--- config.mk ---
export PLATFORM = sky130hd
export DESIGN_NAME = vint_arbiter
export DESIGN_NICKNAME = d
export VERILOG_FILES = /design/src/rtl/vint_pkg.sv /design/src/rtl/vint_source.sv /design/src/rtl/vint_level_max.sv /design/src/rtl/vint_ack_chain.sv /design/src/rtl/vint_arbiter.sv
export SDC_FILE = /design/constraint.sdc
export NUM_CORES = 1
export LEC_CHECK = 0
export CORE_ASPECT_RATIO = 1.2
export CORE_MARGIN = 1
export CORE_UTILIZATION = 50
export DETAILED_ROUTE_END_ITERATION = 10
export PLACE_DENSITY_LB_ADDON = 0.05
export SYNTH_ARGS = -nofsm -noshare
export SYNTH_HDL_FRONTEND = slang
export SYNTH_SLANG_ARGS = --single-unit
--- constraint.sdc ---
create_clock -name clk -period 5.8 [get_ports clk]
set_input_delay 0.87 -clock clk [delete_from_list [all_inputs] [get_ports clk]]
set_output_delay 0.87 -clock clk [all_outputs]
set_load 0.05 [all_outputs]
--- src/rtl/vint_pkg.sv ---
package vint_pkg;
    localparam int PL_W    = 3;
    localparam int VEC_W   = 8;
    localparam int STAT_W  = 16;
    localparam int RDY_BIT = 15;
    localparam int EN_BIT  = 14;

    typedef enum logic [1:0] {
        SEL_STAT = 2'd0,
        SEL_VEC  = 2'd1,
        SEL_LVL  = 2'd2
    } reg_sel_e;

    typedef enum logic [1:0] {
        ST_IDLE = 2'd0,
        ST_REQ  = 2'd1,
        ST_HOLD = 2'd2
    } arb_state_e;
endpackage

--- src/rtl/vint_source.sv ---
module vint_source
    import vint_pkg::*;
(
    input  logic             clk,
    input  logic             rst_n,
    input  logic             wr_stat,
    input  logic             wr_vec,
    input  logic             wr_lvl,
    input  logic             wd_rdy,
    input  logic             wd_en,
    input  logic [VEC_W-1:0] wd_vec,
    input  logic [PL_W-1:0]  wd_lvl,
    input  logic             set_rdy,
    input  logic             grant,
    output logic             req,
    output logic [PL_W-1:0]  lvl,
    output logic [VEC_W-1:0] vec
);
    logic rdy_q, en_q;

    always_ff @(posedge clk or negedge rst_n) begin
        if (!rst_n) begin
            rdy_q <= 1'b0;
            en_q  <= 1'b0;
            vec   <= '0;
            lvl   <= '0;
        end else begin
            if (grant)   rdy_q <= 1'b0;
            if (wr_stat) begin
                rdy_q <= wd_rdy;
                en_q  <= wd_en;
            end
            if (set_rdy) rdy_q <= 1'b1;
            if (wr_vec)  vec   <= wd_vec;
            if (wr_lvl)  lvl   <= wd_lvl;
        end
    end

    assign req = rdy_q & en_q;

    p_ack_clears_r6: assert property (@(posedge clk) disable iff (!rst_n)
        grant && !set_rdy && !wr_stat |=> !req);
    p_set_wins_r8: assert property (@(posedge clk) disable iff (!rst_n)
        set_rdy |=> rdy_q);
endmodule

--- src/rtl/vint_level_max.sv ---
module vint_level_max
    import vint_pkg::*;
#(
    parameter int NDEV = 4
) (
    input  logic [NDEV-1:0]           req,
    input  logic [NDEV-1:0][PL_W-1:0] lvl,
    output logic                      any_req,
    output logic [PL_W-1:0]           top_lvl
);
    always_comb begin
        any_req = 1'b0;
        top_lvl = '0;
        for (int i = 0; i < NDEV; i++) begin
            if (req[i] && (lvl[i] >= top_lvl)) top_lvl = lvl[i];
            any_req = any_req | req[i];
        end
    end
endmodule

--- src/rtl/vint_ack_chain.sv ---
module vint_ack_chain
    import vint_pkg::*;
#(
    parameter int NDEV = 4
) (
    input  logic                       ack_in,
    input  logic [NDEV-1:0]            req,
    input  logic [NDEV-1:0][PL_W-1:0]  lvl,
    input  logic [PL_W-1:0]            top_lvl,
    input  logic [NDEV-1:0][VEC_W-1:0] vec_in,
    output logic [NDEV-1:0]            grant,
    output logic [VEC_W-1:0]           vec_out
);
    logic [NDEV:0] pass;
    logic          unused_tail;

    assign pass[0]     = ack_in;
    assign unused_tail = pass[NDEV];

    for (genvar g = 0; g < NDEV; g++) begin : g_link
        logic hit;
        assign hit         = req[g] && (lvl[g] == top_lvl);
        assign grant[g]    = pass[g] && hit;
        assign pass[g+1]   = pass[g] && !hit;
    end

    always_comb begin
        vec_out = '0;
        for (int i = 0; i < NDEV; i++)
            vec_out = vec_out | (grant[i] ? vec_in[i] : '0);
    end
endmodule

--- src/rtl/vint_arbiter.sv ---
module vint_arbiter
    import vint_pkg::*;
#(
    parameter int NDEV  = 4,
    parameter int DEV_W = 2
) (
    input  logic              clk,
    input  logic              rst_n,
    input  logic              reg_we,
    input  logic [DEV_W-1:0]  reg_dev,
    input  logic [1:0]        reg_sel,
    input  logic [STAT_W-1:0] reg_wdata,
    input  logic [NDEV-1:0]   ready_set,
    input  logic [PL_W-1:0]   cur_pl,
    input  logic              cpu_iack,
    output logic              irq,
    output logic [PL_W-1:0]   irq_pl,
    output logic              vec_valid,
    output logic [VEC_W-1:0]  vec
);
    arb_state_e                 state, nxt;
    reg_sel_e                   sel;
    logic [NDEV-1:0]            req, grant;
    logic [NDEV-1:0][PL_W-1:0]  lvl;
    logic [NDEV-1:0][VEC_W-1:0] vecs;
    logic                       any_req, qualify, ack_go;
    logic [PL_W-1:0]            top_lvl;
    logic                       unused_wbits;

    assign sel          = reg_sel_e'(reg_sel);
    assign unused_wbits = ^reg_wdata[EN_BIT-1:VEC_W];

    for (genvar g = 0; g < NDEV; g++) begin : g_src
        logic hit_dev;
        assign hit_dev = reg_we && (reg_dev == DEV_W'(g));
        vint_source u_src (
            .clk     (clk),
            .rst_n   (rst_n),
            .wr_stat (hit_dev && sel == SEL_STAT),
            .wr_vec  (hit_dev && sel == SEL_VEC),
            .wr_lvl  (hit_dev && sel == SEL_LVL),
            .wd_rdy  (reg_wdata[RDY_BIT]),
            .wd_en   (reg_wdata[EN_BIT]),
            .wd_vec  (reg_wdata[VEC_W-1:0]),
            .wd_lvl  (reg_wdata[PL_W-1:0]),
            .set_rdy (ready_set[g]),
            .grant   (grant[g]),
            .req     (req[g]),
            .lvl     (lvl[g]),
            .vec     (vecs[g])
        );
    end

    vint_level_max #(.NDEV(NDEV)) u_max (
        .req     (req),
        .lvl     (lvl),
        .any_req (any_req),
        .top_lvl (top_lvl)
    );

    assign qualify = any_req && (top_lvl > cur_pl);

    vint_ack_chain #(.NDEV(NDEV)) u_chain (
        .ack_in  (ack_go),
        .req     (req),
        .lvl     (lvl),
        .top_lvl (top_lvl),
        .vec_in  (vecs),
        .grant   (grant),
        .vec_out (vec)
    );

    always_ff @(posedge clk or negedge rst_n) begin
        if (!rst_n) state <= ST_IDLE;
        else        state <= nxt;
    end

    always_comb begin
        nxt = state;
        unique case (state)
            ST_IDLE: if (qualify) nxt = ST_REQ;
            ST_REQ: begin
                if (cpu_iack)     nxt = ST_HOLD;
                else if (!qualify) nxt = ST_IDLE;
            end
            ST_HOLD: if (!cpu_iack) nxt = ST_IDLE;
            default: nxt = ST_IDLE;
        endcase
    end

    always_comb begin
        irq       = (state == ST_REQ);
        irq_pl    = irq ? top_lvl : '0;
        ack_go    = irq && cpu_iack;
        vec_valid = |grant;
    end

    p_single_grant_r4: assert property (@(posedge clk) disable iff (!rst_n)
        $onehot0(grant));
    p_valid_needs_ack_r5: assert property (@(posedge clk) disable iff (!rst_n)
        vec_valid |-> (cpu_iack && irq));
    p_vec_quiet_r5: assert property (@(posedge clk) disable iff (!rst_n)
        !vec_valid |-> (vec == '0));
    p_irq_drops_r6: assert property (@(posedge clk) disable iff (!rst_n)
        vec_valid |=> !irq);
    p_no_regrant_r7: assert property (@(posedge clk) disable iff (!rst_n)
        (cpu_iack && $past(cpu_iack) && $past(vec_valid)) |-> !vec_valid);
    p_pl_zero_r3: assert property (@(posedge clk) disable iff (!rst_n)
        !irq |-> (irq_pl == '0));
    p_rise_above_r2: assert property (@(posedge clk) disable iff (!rst_n)
        $rose(irq) |-> $past(top_lvl > cur_pl));
endmodule

After elaboration in Yosys (flattened, before gate mapping)
Index checks and enable logic that the tools add are counted.
W data, S select, Z words.
- register bits after elaboration: 54
- latch bits: 0
- memory bits (writable): 0
- bits in read-only memories: 0
- output and inout bits: 13
- logic and storage cells: 117
- memories: 0
- add/sub/neg operators: 0
- multiply operators: 0
- divide/modulo/power cells: 0
- order comparisons: 5
- eq/ne operators: 14
- shift operators: 0
- mux-type cells: 26
- bitwise logic cells: 10
- reductions and logical operators: 45
- operators with widths (kind ; count):
    $logic_and A1 B1 Y1 ; 33
    $mux W8 ; 4
    $or A8 B8 Y8 ; 3
    $mux W3 ; 5
    $eq A3 B3 Y1 ; 4
    $mux W1 ; 12
    $reduce_bool A3 Y1 ; 4
    $ge A3 B3 Y1 ; 3
    $eq A2 B2 Y1 const B ; 4
    $mux W2 ; 4
    $eq A2 B1 Y1 const B ; 3
    $logic_not A2 Y1 ; 3
    $pmux W2 S3 ; 1
    $and A1 B1 Y1 ; 4
    $ne A2 B2 Y1 const B ; 2
    $reduce_or A4 Y1 ; 1
    $ge A3 B1 Y1 const B ; 1
    $gt A3 B3 Y1 ; 1
    $logic_not A1 Y1 ; 3
    $ne A3 B3 Y1 const B ; 1
    $or A1 B1 Y1 ; 3
    $reduce_and A3 Y1 ; 1

Longest topological paths before layout
Gate-level depths: netlist (run 1).
- word-level depth: 22
- mapped depth: 25

Modules after synthesis
A second synthesis (run 1) with hierarchy kept.
- cells, all modules: 269
- area, all modules: 3311.9 um^2
- modules (own cells, without submodules) (module ; times used ; cells each ; area an instance (um^2) ; seq. area each (um^2)):
    vint_source ; 4 ; 29 ; 521.8 ; 325.3
    vint_ack_chain ; 1 ; 59 ; 541.8 ; 0.0
    vint_level_max ; 1 ; 54 ; 387.9 ; 0.0
    vint_arbiter ; 1 ; 40 ; 295.3 ; 50.0

Worst setup path after synthesis (run 1)
Ideal clock, no wire load.
- path kind: reg2out
- from: register g_src[0].u_src.lvl[0]
- to: output port vec[0]
- data arrival time: 5109 ps
- slack: -179 ps
- cell stages (with the launch flop): 23
- buffers on the path: 0
- cell sequence: dfrtp_1 > and3_1 > ha_1 > nor2b_4 > o21a_4 > nor2_1 > a21oi_2 > ha_1 > a21oi_1 > o21a_4 > o32ai_4 > o21ai_0 > inv_1 > ha_1 > nand2b_1 > a211o_1 > nand2_2 > o211ai_1 > and3_1 > o221ai_4 > nand4_4 > nor4b_4 > a221o_1
- longest elaborated chain between the ends: 21
- elaborated cells between the ends (all ways): 37
- classes of those cells: order compare (4); eq/ne (4); mux (8); bitwise (3); reduce/logical (18)
- ends and longest elaborated chain (what ; line ; source):
    start: declaration ; vint_source.sv:16 ; output logic [PL_W-1:0] lvl,
    start signal: assignment ; vint_source.sv:35 ; if (wr_lvl) lvl <= wd_lvl;
    $ge A3 B1 Y1 ; vint_level_max.sv:15 ; if (req[i] && (lvl[i] >= top_lvl)) top_lvl = lvl[i];
    $logic_and A1 B1 Y1 ; vint_level_max.sv:15 ;
    $mux W3 ; vint_level_max.sv:15 ;
    $ge A3 B3 Y1 ; vint_level_max.sv:15 ;
    $logic_and A1 B1 Y1 ; vint_level_max.sv:15 ;
    $mux W3 ; vint_level_max.sv:15 ;
    $ge A3 B3 Y1 ; vint_level_max.sv:15 ;
    $logic_and A1 B1 Y1 ; vint_level_max.sv:15 ;
    [... 5 more ...] ; -- ;
    $logic_and A1 B1 Y1 ; vint_ack_chain.sv:22 ; assign hit = req[g] && (lvl[g] == top_lvl);
    $logic_not A1 Y1 ; vint_ack_chain.sv:24 ; assign pass[g+1] = pass[g] && !hit;
    $logic_and A1 B1 Y1 ; vint_ack_chain.sv:24 ;
    $logic_and A1 B1 Y1 (on tied branches) ; vint_ack_chain.sv:23, vint_ack_chain.sv:24 ;
    $mux W8 (tied with other cells) ; vint_ack_chain.sv:30 ; vec_out = vec_out | (grant[i] ? vec_in[i] : '0);
    $or A8 B8 Y8 (tied with other cells) ; vint_ack_chain.sv:30 ;
    $or A8 B8 Y8 or $mux W8 (tied branches) ; vint_ack_chain.sv:30 ;
    $or A8 B8 Y8 (*) ; vint_ack_chain.sv:30 ;
    end: declaration ; vint_arbiter.sv:19 ; output logic [VEC_W-1:0] vec
Every way passes the cells marked *; elsewhere a longest branch is shown, timed or not.

Worst setup path after layout (run 1)
- from: register g_src[0].u_src.rdy_q
- to: output port vec[3]
- longest elaborated chain between the ends: 21
- elaborated cells between the ends (all ways): 37
- classes of those cells: order compare (3); eq/ne (4); mux (8); bitwise (4); reduce/logical (18)
- ends and longest elaborated chain (what ; line ; source):
    start: declaration ; vint_source.sv:19 ; logic rdy_q, en_q;
    start signal: assignment ; vint_source.sv:30 ; rdy_q <= wd_rdy;
    $and A1 B1 Y1 (*) ; vint_source.sv:39 ; assign req = rdy_q & en_q;
    $logic_and A1 B1 Y1 ; vint_level_max.sv:15 ;
    $mux W3 ; vint_level_max.sv:15 ;
    $ge A3 B3 Y1 ; vint_level_max.sv:15 ;
    $logic_and A1 B1 Y1 ; vint_level_max.sv:15 ;
    $mux W3 ; vint_level_max.sv:15 ;
    $ge A3 B3 Y1 ; vint_level_max.sv:15 ;
    $logic_and A1 B1 Y1 ; vint_level_max.sv:15 ;
    [... 5 more ...] ; -- ;
    $logic_and A1 B1 Y1 ; vint_ack_chain.sv:22 ;
    $logic_not A1 Y1 ; vint_ack_chain.sv:24 ;
    $logic_and A1 B1 Y1 ; vint_ack_chain.sv:24 ;
    $logic_and A1 B1 Y1 (on tied branches) ; vint_ack_chain.sv:23, vint_ack_chain.sv:24 ;
    $mux W8 (tied with other cells) ; vint_ack_chain.sv:30 ;
    $or A8 B8 Y8 (tied with other cells) ; vint_ack_chain.sv:30 ;
    $or A8 B8 Y8 or $mux W8 (tied branches) ; vint_ack_chain.sv:30 ;
    $or A8 B8 Y8 (*) ; vint_ack_chain.sv:30 ;
Marks and branches as above.

==> results.md, run 1 <==
- The antenna diode count is 0.
- The top cell types in the final layout, fill and taps aside, are 59 x sky130_fd_sc_hd__buf_4, 53 x sky130_fd_sc_hd__dfrtp_1, 43 x sky130_fd_sc_hd__mux2_2.
- In the final design database the tool counted about 450 nets.
- In the post-synthesis netlist, the biggest area contributors are sky130_fd_sc_hd__dfrtp_1 41%, sky130_fd_sc_hd__mux2_2 15%, sky130_fd_sc_hd__ha_1 4.6%.
- The buffer type at the clock tree root is sky130_fd_sc_hd__clkbuf_8.
- After synthesis, the largest family of logic cells by area is compound AO/OA/AOI/OAI gates.
- The adder and majority gate portion of the synthesized area is 0.0460.
- The sort of element at the end of the critical path is an output port.
- Setup repair after global routing could not meet its margin everywhere.
- The worst register-to-register path begins at g_src[0].u_src.rdy_q.
- The post-synth net total is approximately 340.
- IR analysis of the VDD net gives a maximum drop of ~230 uV.
- The critical path startpoint is g_src[0].u_src.rdy_q.
- The checks that failed: setup timing.
- The cell area reported after detailed placement is 4210 um2.
- The fraction of the mapped netlist area in compound gates is 0.206.
- The overall overflow remaining after global route is 0.
- The overall die area is about 6900 um2.
- The xor-xnor portion of the synthesized cell area is 0.0134.
- The count of final max-slew check failures is 0.
- The area growth from synthesis to layout is 43.8%.
- The share of synthesized area spent on multiplexers is 0.148.
- The HPWL after detailed placement is 6.20 mm.
- Of the post-synthesis cell area, the dominant cell type holds 0.414.
- Across the run, the number of max-cap violations was 0.
- The most common cell after layout, fill and taps aside is sky130_fd_sc_hd__buf_4.
- The global-route wire length before repair is between 10 and 15 mm.
- The worst hold path begins at g_src[0].u_src.vec[5].
- After floorplanning, the core was divided into 31 placement rows.
- The count of fill cells added during filler insertion is 414.
- The startpoint kind of the worst setup timing path is a register.
- The worst setup path is of the reg2out kind.
- The number of antenna-violating nets in the routed design is 0.
- Counting every instance in the synthesized netlist gives a little under 300.
- The maximum root-to-sink buffer count is 2.
- After synthesis, the netlist uses 58 different library cells.
- Data arrives at the worst endpoint at between 5000 and 6000 ps.
- The clock sink total is 54.
- The cell area that synthesis handed to floorplanning was around 3300 um2.
- The post-detailed-routing wire length is between 8 and 9 mm.
- The power density normalized to cell area is 411 nW/um2.
- Of the total synthesized cell area, the portion taken by AND, OR, NAND and NOR gates is 0.154.
- Across every metal layer, demand over resource in global routing totals 0.277.
- The core region is between 6000 and 7000 um2.
- The later pin in the worst-skew pair is clocked with a latency of ~300 ps.
- The cts-stage hold buffer count is 0.
- After detailed routing, the average wire length per cell comes to between 15 and 20 um.
- The via count is roughly 2,800.
- The smallest hold slack is 513 ps.
- The path class of the tightest hold or removal check is reg2reg.
- The worst path required time is between 4000 and 5000 ps.
- The number of top-level pins is 44.
- The horizontal die dimension is 75.7 um.
- The average via count per standard cell is 5.87.
- At the pin with the least slew margin, the transition time is 873 ps.
- The relative slew slack is 0.416.
- The total DRC errors in the routed layout is 0.
- The timing-limited maximum frequency is about 160 MHz.
- The height of the chip is between 90 and 100 um.
- Clock-pin slew was measured on the worst setup and hold paths at around 90 ps.
- The finished cells cover around 4700 um2.
- The post-synthesis sequential element count is 54.
- Of the synthesized area, sequential elements account for 0.414.
- Of all cell types, the one taking the most synthesized area is sky130_fd_sc_hd__dfrtp_1.
- During synthesis, Yosys emitted a total of 0 warnings.
- The final sum of negative setup slack is -3400 ps.
- The number of global-route vias before repair is 2,914.
- During placement, the flow inserted port buffers numbering 37.
- The DRC marker count from the first detailed-route iteration is between 100 and 150.
- The static leakage power is between 0.0015 and 0.002 uW.
- The flow ran to the end, but the final reports show violations.
- In the synthesized netlist the dominant register cell turns out to be sky130_fd_sc_hd__dfrtp_1.
- The shortest period the worst path allows is about 6200 ps.
- Setup violations remaining at the end of the flow were counted as 9.
- The maximum fanout count along the critical path is 5.
- The initial antenna violation count is 0.
- For this run, asynchronously set or reset flops after synthesis account for 1.00.
- A synthesized cell averages between 10 and 15 um2.
- Dividing the final minimum period by the clock period gives 1.07.
- Yosys mapped a number of flops with a built-in enable equal to 0.
- The H-tree depth reported by CTS is 2.
- The largest net degree at the start of global routing is 55.
- Overall power consumption after layout is estimated at 1930 uW.
- Once routing completed, OpenROAD measured the worst setup slack at -387 ps.
- The number of buffers inserted during clock tree synthesis is 5.
- The first detailed-routing pass took 5 iterations.
- Across the routed clock network, the largest skew measured is roughly 7.5 ps.
- The placer's final routability congestion estimate is about 0.94.
- The final number of hold-violating endpoints is 0.
- TritonCTS built the clock tree.
- The initial cell density of the core is 0.529.
- Of the cells placed in the final design, the portion with a size suffix greater than 1 is 0.471.
[state kept, by name, summed over array words and instances (netlist names)]
register           flops
g_src.u_src.lvl       12
state                  2
g_src.u_src.vec       32
g_src.u_src.rdy_q      4
g_src.u_src.en_q       4
[what timing repair did]
item                                    in CTS  in global routing
cloned                                       2                  0
resized for setup                           31                 17
pin swaps                                   24                 14
endpoints found under the setup margin      10                  9
setup buffers                               11                  4
[layout make-up]
type	instances	area, um2	share of cell area
clock buffer	7	86.3	0.0184
clock inverter	1	5.00	0.00107
multi-input combinational	231	2150	0.459
tap	82	103	0.0219
sequential	54	1350	0.288
timing repair buffer	97	940	0.200
inverter	13	51.3	0.0109
[synth_stat cells (2+ instances only)]
cell and number:
sky130_fd_sc_hd__a21boi_1 2, sky130_fd_sc_hd__a31oi_1 2, sky130_fd_sc_hd__xnor2_1 2, sky130_fd_sc_hd__o21a_4 2, sky130_fd_sc_hd__a22o_1 8, sky130_fd_sc_hd__nor2b_4 2
sky130_fd_sc_hd__o21ai_1 2, sky130_fd_sc_hd__nor2_1 19, sky130_fd_sc_hd__nand2_1 18, sky130_fd_sc_hd__o21ai_0 14, sky130_fd_sc_hd__o2111ai_1 2, sky130_fd_sc_hd__nand3b_1 3
sky130_fd_sc_hd__o31ai_1 4, sky130_fd_sc_hd__and3_1 3, sky130_fd_sc_hd__nand2_2 3, sky130_fd_sc_hd__a21oi_1 15, sky130_fd_sc_hd__dfrtp_1 54, sky130_fd_sc_hd__a21oi_2 2
sky130_fd_sc_hd__a221o_1 8, sky130_fd_sc_hd__xor2_1 3, sky130_fd_sc_hd__ha_1 12, sky130_fd_sc_hd__o22ai_1 3, sky130_fd_sc_hd__or3_1 3, sky130_fd_sc_hd__nand3_1 7
sky130_fd_sc_hd__a211o_1 2, sky130_fd_sc_hd__inv_1 13, sky130_fd_sc_hd__mux2_2 43, sky130_fd_sc_hd__and2_1 5, sky130_fd_sc_hd__nand2b_1 5, sky130_fd_sc_hd__a21o_1 3
sky130_fd_sc_hd__o211ai_1 3, sky130_fd_sc_hd__nor3_1 5
[power by group]
part | switching, uW | internal [uW]
registers | 60.4 | 460
clock network | 116 | 96.5
logic | 595 | 600
total | 772 | 1160
[per-stage QoR]
stage / utilization / std cells / worst slack [ps]
floorplan: - / 298 / 9.83
global placement: 0.682 / 463 / -569
detailed placement: 0.682 / 463 / -584
CTS: 0.742 / 482 / -348
global route: 0.761 / 485 / -602
finish: 0.761 / 485 / -387
[critical path: stages, from the launching register on]
cell and delay, ps:
sky130_fd_sc_hd__dfrtp_1 420, sky130_fd_sc_hd__and3_4 230, sky130_fd_sc_hd__inv_4 40, sky130_fd_sc_hd__ha_4 260, sky130_fd_sc_hd__nand2_4 50, sky130_fd_sc_hd__o21a_4 210
sky130_fd_sc_hd__nor2_4 120, sky130_fd_sc_hd__a21oi_2 90, sky130_fd_sc_hd__ha_4 290, sky130_fd_sc_hd__nand2_1 110, sky130_fd_sc_hd__o21a_4 260, sky130_fd_sc_hd__or3_4 390
sky130_fd_sc_hd__o21ai_4 90, sky130_fd_sc_hd__ha_1 220, sky130_fd_sc_hd__nor2_2 60, sky130_fd_sc_hd__or2_4 270, sky130_fd_sc_hd__buf_4 140, sky130_fd_sc_hd__nor3_1 200
sky130_fd_sc_hd__a211oi_1 90, sky130_fd_sc_hd__o22ai_1 170, sky130_fd_sc_hd__buf_4 160, sky130_fd_sc_hd__o221ai_4 130, sky130_fd_sc_hd__buf_12 170, sky130_fd_sc_hd__nor3b_4 330
sky130_fd_sc_hd__a22o_1 230, sky130_fd_sc_hd__a221o_2 140, sky130_fd_sc_hd__buf_12 140
[worst paths after layout]
check,slack [ps],cells past startpoint,end
max reg2reg,820,26,g_src[1].u_src.rdy_q
max,-390,26,vec[3]
min reg2reg,510,1,g_src[0].u_src.vec[5]
max in group asynchronous,4630,2,g_src[0].u_src.en_q
min in group asynchronous,670,2,g_src[3].u_src.vec[5]
min,510,1,g_src[0].u_src.vec[5]
[layer usage]
layer / wire length (um) / track usage / share of wire
met3: 347 / 0.0357 / 0.039
met4: 254 / 0.105 / 0.029
met2: 4680 / 0.474 / 0.53
met1: 3620 / 0.346 / 0.41
met5: 0 / 0 / 0
[cell families (layout without fill, tap and decap cells)]
kind of cell,count (synthesis),after routing
AOI/OAI and AO/OA,85,85
and+or+nand+nor,84,86
DFF,54,54
muxes,43,43
buffers and inverters,15,118
adders and majority gates,12,12
xor gates and xnor gates,5,5
No activity file was read; power rests on OpenSTA's default activity.
==> run 2, diff against run 1 <==
Settings changed: CAP_MARGIN from default to 20.
==> results of run 2 <==
The final DEF is identical to that of run 1; final timing and power are the same.
==> run 3, diff against run 2 <==
Settings changed: CORE_UTILIZATION 50 to 35.
==> run 3 against run 2 <==
Effect of this change: the run still ends with setup timing left; hold slack improved by 0.64 ps; global-route usage shrank 8.0 points; first-iteration DRC count is 21% lower; combinational power rose by 10%; sequential share of layout area down 1.6 points; critical path depth decreased by 3; final cell count rose by 11%; fmax about the same; die area increased by 42%; power increased by 6.7%; final area increased by 5.9%; critical path type unchanged; largest cell class unchanged; highest routed layer unchanged.
==> results.md, run 3 (synthesis results as in run 1) <==
- The number of global-route vias before repair is 2,850 (-2.2%).
- The shortest period the worst path allows is 6190 ps (-1.86 ps).
- The slowest stage of the critical path is the sky130_fd_sc_hd__or4_4 cell.
- The cell area reported after detailed placement is 4320 um2 (+2.8%).
- The worst path required time is 4930 ps (about the same).
- The maximum fanout count along the critical path is 8 (+3).
- The number of top-level pins is 44 (unchanged).
- The average via count per standard cell is 5.23 (-11%).
- The timing-limited maximum frequency came to 162 MHz (about the same).
- The number of flip-flops in the largest register is 32 (unchanged).
- The first-pass iteration count of the detailed router is 6 (+1).
- Traced cell by cell, the critical path runs through and3_4 > inv_4 > ha_4 > nand2_4 > o21a_4 > nor2_4 > a21oi_2 > ha_4 > nand2_2 > o21a_4 > or3_4 > o21ai_4 > ha_4 > nor2_4 > or2_4 > nor2_4 > o311a_1 > a21oi_1 > or4_4 > nor4b_4 > clkbuf_16 > or4_4 > buf_12.
- The placer's final routability congestion estimate was 0.854 (-8.8%).
- The proportion of total power due to net switching is 0.391 (-0.00957).
- The global-route wire length before repair is 14.8 mm (+3.6%).
- The data arrival time of the worst path is 5320 ps (about the same).
- The H-tree depth reported by CTS came to 2 (unchanged).
- The clock share of power is 0.106 (-0.004).
- The register share of total power is 0.252 (-0.018).
- The worst setup timing slack at the placement stage came to -414 ps (+170 ps).
- The antenna diode count is 0 (unchanged).
- The relative slew slack is 0.390 (-0.0265).
- In this run the clock root is driven by a sky130_fd_sc_hd__clkbuf_8.
- The final reports fail on setup timing.
- The largest voltage drop on the vdd net is 208 uV (-9.2%).
- The initial cell density of the core is 0.361 (-0.168).
- Leaving out fill and tap cells, the most frequent cells in the layout are 72 x sky130_fd_sc_hd__buf_4, 53 x sky130_fd_sc_hd__dfrtp_1, 43 x sky130_fd_sc_hd__mux2_2.
- The worst clock skew on the final layout is 6.40 ps (-1.10 ps).
- The placeable core region is 9030 um2 (+46%).
- The overall overflow remaining after global route is 0 (unchanged).
- The TritonCTS clock tree is built.
- The post-CTS clock slew at the launch and capture registers of the worst setup and hold paths is 100 ps (about the same).
- The final number of hold-violating endpoints was 0 (unchanged).
- The net switching power was 804 uW (+4.2%).
- The detailed placer's ending HPWL is 6.59 mm (+6.4%).
- The initial antenna violation count came to 0 (unchanged).
- The horizontal die dimension came to 90.1 um (+19%).
- The number of buffers inserted during clock tree synthesis is 5 (unchanged).
- The largest net degree at the start of global routing is 55 (unchanged).
- The number of maximum-capacitance constraint violations is 0 (unchanged).
- The layout net count came to 461 (+3.6%).
- In this run the worst hold path is classified as reg2reg.
- The internal portion of total power came to 1250 uW (+8.4%).
- Compared with the post-synthesis result, the final layout area differs by 52.2%.
- The proportion of power drawn by combinational gates is 0.642 (+0.022).
- The largest registers in the layout are g_src.u_src.vec x32, g_src.u_src.lvl x12.
- The site row count is 38 (+23%).
- The post-layout worst setup margin is -385 ps (+1.86 ps).
- The flow ran to the end, but the final reports show violations.
- The count of final max-slew check failures is 0 (unchanged).
- The number of antenna-violating nets in the routed design is 0 (unchanged).
- The power density normalized to cell area was 414 nW/um2 (+0.78%).
- The cts-stage hold buffer count is 0 (unchanged).
- Leaving out fill and tap cells, the most frequent cell in the layout is sky130_fd_sc_hd__buf_4.
- The smallest hold slack is 513 ps (+0.638 ps).
- The overall die area is 9710 um2 (+42%).
- The post-detailed-routing wire length came to 9.49 mm (+6.6%).
- The total DRC errors in the routed layout is 0 (unchanged).
- The slew at the pin closest to its max-slew limit is 912 ps (+39.7 ps).
- The DRC marker count from the first detailed-route iteration is 96 (-21%).
- The period utilization is 1.07 (about the same).
- The via count was 2,820 (-0.91%).
- The number of setup violations in the final report was 9 (unchanged).
- The clock sink total is 54 (unchanged).
- The number of port buffers is 37 (unchanged).
- The height of the chip was 108 um (+19%).
- The startpoint kind of the worst setup timing path is a register.
- Setup repair after global routing could not meet its margin everywhere.
- The worst setup path is captured at an output port.
- The maximum root-to-sink buffer count is 2 (unchanged).
- The area of all placed cells without fillers is 4970 um2 (+5.9%).
- The critical path's largest stage delay was 570 ps (+150 ps).
- The critical path is of the reg2out type.
- The clock latency reported for the late side of the worst-skew pair is 310 ps (about the same).
- The global routing usage summed across all routing layers is 0.198 (-0.0796).
- The average wire length per cell after detail routing is 17.6 um (-4.1%).
- The static leakage power is 0.00206 uW (+4.4%).
- The ratio of cells with drive above 1 in the final layout is 0.504 (+0.0321).
- The register name with the most flops is g_src.u_src.vec.
## run 3: path summary, 6_finish.rpt
kind | start | endpoint | slack [ps] | cells after the start
setup reg to reg | g_src[0].u_src.rdy_q | g_src[3].u_src.rdy_q | 830 | 25
hold reg to reg | g_src[3].u_src.vec[4] | g_src[3].u_src.vec[4] | 510 | 1
hold / removal | g_src[3].u_src.vec[4] | g_src[3].u_src.vec[4] | 510 | 1
max in group asynchronous | rst_n | g_src[0].u_src.en_q | 4610 | 2
setup / recovery | g_src[0].u_src.rdy_q | vec_valid | -390 | 23
min in group asynchronous | rst_n | state[1] | 670 | 2
## run 3: worst max-delay path, delay by kind of cell (launching register included)
| family | cells | cell delay (ps) |
|---|---|---|
| AO/OA/AOI/OAI | 6 | 850 |
| adder cells (fa/ha/maj) | 3 | 740 |
| buffers and inverters | 3 | 360 |
| flip-flops | 1 | 420 |
| AND/OR/NAND/NOR | 11 | 2600 |
## run 3: power groups by stage
stage | clock, uW | combinational (uW) | sequential [uW]
after floorplan | 0 | 588 | 510
after CTS | 228 | 1120 | 514
final | 218 | 1320 | 518
after global routing | 239 | 1420 | 530
after global placement | 0 | 986 | 514
after detailed placement | 0 | 988 | 518
## run 3: area by class of cell
class	count	area, um2
fill	835	4070
clock inverter	1	5.00
tap	120	150
inverter	13	51.3
sequential	54	1350
timing repair buffer	114	1100
clock buffer	7	86.3
multi-input combinational	230	2220
## run 3: through the flow
stage	power (uW)	util	setup TNS (ps)	std cells
global route	2190	0.550	-5120	539
global placement	1500	0.479	-3790	507
detailed placement	1510	0.479	-3600	507
floorplan	1100	-	0	298
finish	2060	0.550	-3100	539
CTS	1860	0.517	-3950	523
## run 3: routing by layer
metal,GRT usage,part of all wire,vias to the layer above,wire (um)
met5,0,0,-,0
met4,0.0691,0.021,0,199
met3,0.0240,0.019,13,179
met2,0.370,0.53,36,5070
met1,0.232,0.43,1397,4040
li1,-,-,1374,-
## run 3: timing repair
action | 4_1_cts | 5_1_grt
setup endpoints to repair | 9 | 9
setup buffers | 8 | 15
pin swaps | 30 | 38
gates cloned | 1 | 1
gates resized for setup | 32 | 28
